File: config.mk
export PLATFORM = sky130hd
export DESIGN_NAME = rsb_unit
export DESIGN_NICKNAME = d
export VERILOG_FILES = /design/src/rtl/rsb_pkg.sv /design/src/rtl/rsb_shifter.sv /design/src/rtl/rsb_bitops.sv /design/src/rtl/rsb_flag_gen.sv /design/src/rtl/rsb_unit.sv
export SDC_FILE = /design/constraint.sdc
export NUM_CORES = 1
export LEC_CHECK = 0
export BUFFER_PORTS_ARGS = -buffer_cell sky130_fd_sc_hd__buf_2
export CELL_PAD_IN_SITES_DETAIL_PLACEMENT = 0
export CELL_PAD_IN_SITES_GLOBAL_PLACEMENT = 2
export CORE_MARGIN = 8
export CORE_UTILIZATION = 28
export DETAILED_ROUTE_END_ITERATION = 8
export GPL_ROUTABILITY_DRIVEN = 0
export PLACE_DENSITY = 0.91
export SLEW_MARGIN = 0
export SYNTH_ARGS = -nofsm -noshare
export SYNTH_HDL_FRONTEND = slang
export SYNTH_SLANG_ARGS = --single-unit
File: constraint.sdc
create_clock -name vclk -period 2.2
set_input_delay 0.11 -clock vclk [all_inputs]
set_output_delay 0.11 -clock vclk [all_outputs]
set_load 0.02 [all_outputs]
File: src/rtl/rsb_pkg.sv
package rsb_pkg;
   typedef enum logic [3:0] {
      OP_RLC  = 4'd0,
      OP_RRC  = 4'd1,
      OP_RL   = 4'd2,
      OP_RR   = 4'd3,
      OP_SLA  = 4'd4,
      OP_SRA  = 4'd5,
      OP_SRL  = 4'd6,
      OP_SWAP = 4'd7,
      OP_BIT  = 4'd8,
      OP_RES  = 4'd9,
      OP_SET  = 4'd10,
      OP_RLCA = 4'd11,
      OP_RLA  = 4'd12,
      OP_RRCA = 4'd13,
      OP_RRA  = 4'd14,
      OP_RSVD = 4'd15
   } rsb_op_e;

   typedef struct packed {
      logic z;
      logic n;
      logic h;
      logic c;
   } rsb_flags_t;

   localparam rsb_flags_t MASK_ALL  = '{z: 1'b1, n: 1'b1, h: 1'b1, c: 1'b1};
   localparam rsb_flags_t MASK_TEST = '{z: 1'b1, n: 1'b1, h: 1'b1, c: 1'b0};
   localparam rsb_flags_t MASK_NONE = '0;
endpackage

File: src/rtl/rsb_shifter.sv
module rsb_shifter
   import rsb_pkg::*;
#(
   parameter int DATA_W = 8
) (
   input  rsb_op_e             op,
   input  logic [DATA_W-1:0]   din,
   input  logic                cin,
   output logic [DATA_W-1:0]   dout,
   output logic                cout
);
   localparam int HALF_W = DATA_W / 2;

   logic msb, lsb;
   assign msb = din[DATA_W-1];
   assign lsb = din[0];

   // Normalise the short forms onto their long counterparts.
   rsb_op_e base_op;
   always_comb begin
      unique case (op)
         OP_RLCA: base_op = OP_RLC;
         OP_RLA:  base_op = OP_RL;
         OP_RRCA: base_op = OP_RRC;
         OP_RRA:  base_op = OP_RR;
         default: base_op = op;
      endcase
   end

   always_comb begin
      dout = din;
      cout = 1'b0;
      unique case (base_op)
         OP_RLC:  begin dout = {din[DATA_W-2:0], msb}; cout = msb; end
         OP_RRC:  begin dout = {lsb, din[DATA_W-1:1]}; cout = lsb; end
         OP_RL:   begin dout = {din[DATA_W-2:0], cin}; cout = msb; end
         OP_RR:   begin dout = {cin, din[DATA_W-1:1]}; cout = lsb; end
         OP_SLA:  begin dout = {din[DATA_W-2:0], 1'b0}; cout = msb; end
         OP_SRA:  begin dout = {msb, din[DATA_W-1:1]}; cout = lsb; end
         OP_SRL:  begin dout = {1'b0, din[DATA_W-1:1]}; cout = lsb; end
         OP_SWAP: begin dout = {din[HALF_W-1:0], din[DATA_W-1:HALF_W]}; cout = 1'b0; end
         default: begin dout = din; cout = 1'b0; end
      endcase
   end
endmodule

File: src/rtl/rsb_bitops.sv
module rsb_bitops
   import rsb_pkg::*;
#(
   parameter int DATA_W = 8,
   parameter int IDX_W  = $clog2(DATA_W)
) (
   input  rsb_op_e             op,
   input  logic [IDX_W-1:0]    idx,
   input  logic [DATA_W-1:0]   din,
   output logic [DATA_W-1:0]   dout,
   output logic                sel_bit
);
   logic [DATA_W-1:0] onehot;

   for (genvar gi = 0; gi < DATA_W; gi++) begin : g_dec
      assign onehot[gi] = (idx == IDX_W'(gi));
   end

   assign sel_bit = |(din & onehot);

   always_comb begin
      unique case (op)
         OP_RES:  dout = din & ~onehot;
         OP_SET:  dout = din | onehot;
         default: dout = din;
      endcase
   end
endmodule

File: src/rtl/rsb_flag_gen.sv
module rsb_flag_gen
   import rsb_pkg::*;
#(
   parameter int DATA_W = 8
) (
   input  rsb_op_e             op,
   input  logic [DATA_W-1:0]   shift_res,
   input  logic                shift_c,
   input  logic                sel_bit,
   output rsb_flags_t          flags,
   output rsb_flags_t          upd,
   output logic                wr_en
);
   logic is_zero;
   assign is_zero = (shift_res == '0);

   always_comb begin
      flags = '0;
      upd   = MASK_NONE;
      wr_en = 1'b1;
      unique case (op)
         OP_RLC, OP_RRC, OP_RL, OP_RR, OP_SLA, OP_SRA, OP_SRL, OP_SWAP: begin
            flags.z = is_zero;
            flags.c = shift_c;
            upd     = MASK_ALL;
         end
         OP_RLCA, OP_RLA, OP_RRCA, OP_RRA: begin
            flags.c = shift_c;
            upd     = MASK_ALL;
         end
         OP_BIT: begin
            flags.z = ~sel_bit;
            flags.h = 1'b1;
            upd     = MASK_TEST;
            wr_en   = 1'b0;
         end
         OP_RES, OP_SET: begin
            upd = MASK_NONE;
         end
         default: begin
            wr_en = 1'b0;
         end
      endcase
   end
endmodule

File: src/rtl/rsb_unit.sv
module rsb_unit
   import rsb_pkg::*;
#(
   parameter int DATA_W = 8,
   parameter int IDX_W  = $clog2(DATA_W)
) (
   input  logic [3:0]          op_sel,
   input  logic [IDX_W-1:0]    bit_idx,
   input  logic [DATA_W-1:0]   operand,
   input  logic                carry_in,
   output logic [DATA_W-1:0]   result,
   output logic                result_valid,
   output logic                flag_z,
   output logic                flag_n,
   output logic                flag_h,
   output logic                flag_c,
   output logic [3:0]          flag_upd
);
   if (DATA_W < 2 || (DATA_W % 2) != 0) begin : g_bad_width
      $error("rsb_unit: DATA_W must be even and at least 2");
   end
   if ((1 << IDX_W) < DATA_W) begin : g_bad_idx
      $error("rsb_unit: IDX_W too narrow for DATA_W");
   end

   rsb_op_e           op;
   logic [DATA_W-1:0] sh_res, bo_res;
   logic              sh_c, sel_bit, wr_en;
   rsb_flags_t        flags, upd;

   assign op = rsb_op_e'(op_sel);

   rsb_shifter #(.DATA_W(DATA_W)) u_shift (
      .op(op), .din(operand), .cin(carry_in), .dout(sh_res), .cout(sh_c)
   );

   rsb_bitops #(.DATA_W(DATA_W), .IDX_W(IDX_W)) u_bits (
      .op(op), .idx(bit_idx), .din(operand), .dout(bo_res), .sel_bit(sel_bit)
   );

   rsb_flag_gen #(.DATA_W(DATA_W)) u_flags (
      .op(op), .shift_res(sh_res), .shift_c(sh_c), .sel_bit(sel_bit),
      .flags(flags), .upd(upd), .wr_en(wr_en)
   );

   assign result       = (op == OP_RES || op == OP_SET) ? bo_res : sh_res;
   assign result_valid = wr_en;
   assign flag_z       = flags.z;
   assign flag_n       = flags.n;
   assign flag_h       = flags.h;
   assign flag_c       = flags.c;
   assign flag_upd     = upd;
endmodule

==> out/metrics.yaml <==
yosys.area.top_type: "a21oi_1"
routed_wl_um: 3470
vias: 1253
report.final.slew_viol_count: 0
fin_area_mm2: 0.00121
synth_cell_types: 45
io_buffers: 32
placement_rows: 22
synth_top_cell_area_share_pct: 10.2
drive_gt1_share_pct: 28.3
regArea_um2: 0
synth_nets: 182
ys.warnings.count: 0
dieArea_mm2: 0.00588
crit_required_ns: 2.09
initial_utilization_pct: 28.6
grt_setup_unrepaired: "false"
final_hold_viol_count: 0
hold_path.class: "in2out"
critPathLaunch: "op_sel[2]"
post_synth_main_area_contributors: "a21oi_1, nand2_1, mux2i_1, nor2_1, o21ai_0"
pre_cts_slack_ns: -0.0235
nets: 205
max_freq_mhz: 477
min_period_ns: 2.10
syn_inst: 166
final_util_pct: 33.6
leakage_nw: 0.516
grt_max_degree: 23
first_iter_violations: 115
wire_per_inst_um: 14.8
max_cap_viol_count: 0
cpPeakStageDelay_ns: 0.42
powerDensity_mw_per_mm2: 257
gr-usage-all-layers_pct: 11.4
design.seq.count: 0
cp_slowest_cell: "or4_1"
crit_fanout: 22
grt_pass1_wl_um: 5930
synth_area_mm2: 0.00103
dp_hpwl_um: 2660
cts_hold_buf: 0
cp-start-kind: "input pin"
core_region_area_mm2: 0.00361
post-route-worst-setup-slack_ns: 0.104
area_growth_pct: 17.6
critical_path_class: "in2out"
avgSynthCellArea_um2: 6.21
final_cells: 235
dpl.cell_count: 235
ant_nets: 0
dpl_cell_area_mm2: 0.00120
status: "finished, final reports clean"
max-vdd-ir-drop_mv: 0.0638
drc: 0
grt_pass1_vias: 1143
fin_crit_sh_pct: 95.3
overflow: 0
setup-violations-final: 0
die_x_um: 76.7
critPathCapture: "flag_z"
antennaDiodeCount: 0
clkbuf_count: 0
viasPerCell: 5.33
firstDrtPassIters: 4
crit_chain: "buf_4 -> and3_1 -> a221o_1 -> a22oi_2 -> nand2_1 -> or4_1 -> o31ai_2 -> buf_2"
crit_path_end_kind: "primary output"
design.portCount: 33
critPathArrivalTime_ns: 1.99
whs_ns: 0.684
cp.depth: 8
fp.dieH_um: 76.7
critPathTopFamily: "simple AND/OR/NAND/NOR gates"
antenna_found_initial: 0
postCtsSetupRepairBufs: 0
path_buf_inv: 2
yosysSeqAreaShare_pct: 0
## logic make-up after synthesis
group / share of synthesized area, %
AOI/OAI and AO/OA: 36.3
and+or+nand+nor: 36.7
adders and majority gates: 0.971
other: 0.364
xor gates and xnor gates: 0.850
buffers and inverters: 12.7
muxes: 12.1
## metrics by stage
step	total power, mW	setup TNS (ns)
finish	0.311	0
global route	0.342	0
CTS	0.310	0
detailed placement	0.308	-0.0235
global placement	0.309	-0.0284
floorplan	0.222	0
## power by group
| group | leakage (nW) | total (mW) | switching (mW) | internal [mW] |
|---|---|---|---|---|
| clock | 0 | 0 | 0 | 0 |
| combinational | 0.516 | 0.311 | 0.189 | 0.123 |
| sequential | 0 | 0 | 0 | 0 |
## metal layers
layer	vias up	GRT usage [%]	part of all wire (%)
li1	638	-	-
met5	-	0	0
met4	0	0	0
met2	37	19.0	48
met3	0	1.40	5.2
met1	578	16.0	47
## timing repair
item                                    4_1_cts  5_1_grt
gates resized for setup                       2        1
endpoints found under the setup margin        1        1
pin swaps                                     0        0
## synthesized netlist by cell type, types with 3 or more instances
cell and n:
nand2_1 27, a21oi_1 21, nor2_1 16, o21ai_0 11, mux2i_1 8, clkbuf_1 7, buf_2 6, buf_4 5
a32o_1 4, inv_1 4, nor2b_1 4, nor3b_1 4, and3_1 3, nand2b_1 3, nand3_1 3, nor3_1 3
## cell usage in the layout (no fill, tap or decap), drive strengths merged, types with 3 or more instances in the layout
| master | instances |
|---|---|
| nand2 | 27 |
| a32o | 4 |
| mux2i | 8 |
| buf | 41 |
| nor2b | 4 |
| a21oi | 21 |
| o21ai | 13 |
| nor3b | 4 |
| nor3 | 3 |
| inv | 4 |
| nand3 | 3 |
| nand2b | 4 |
| and3 | 3 |
| nor2 | 16 |
## cell type report
cell class	count	area, um^2
timing repair buffer	41	233
multi-input combinational	142	905
fill	401	2390
tap	48	60.1
inverter	4	15.0
## worst min-delay path by stage
stage | slack [ns] | depth (start not counted) | start | endpoint
detailed placement | 0.69 | 4 | operand[2] | result[2]
finish | 0.68 | 3 | op_sel[3] | flag_upd[2]
CTS | 0.69 | 4 | operand[2] | result[2]
global placement | 0.69 | 3 | op_sel[3] | flag_upd[3]
floorplan | 0.42 | 2 | operand[0] | result[0]
global route | 0.71 | 3 | op_sel[3] | flag_upd[1]
No activity file was read; power rests on OpenSTA's default activity.
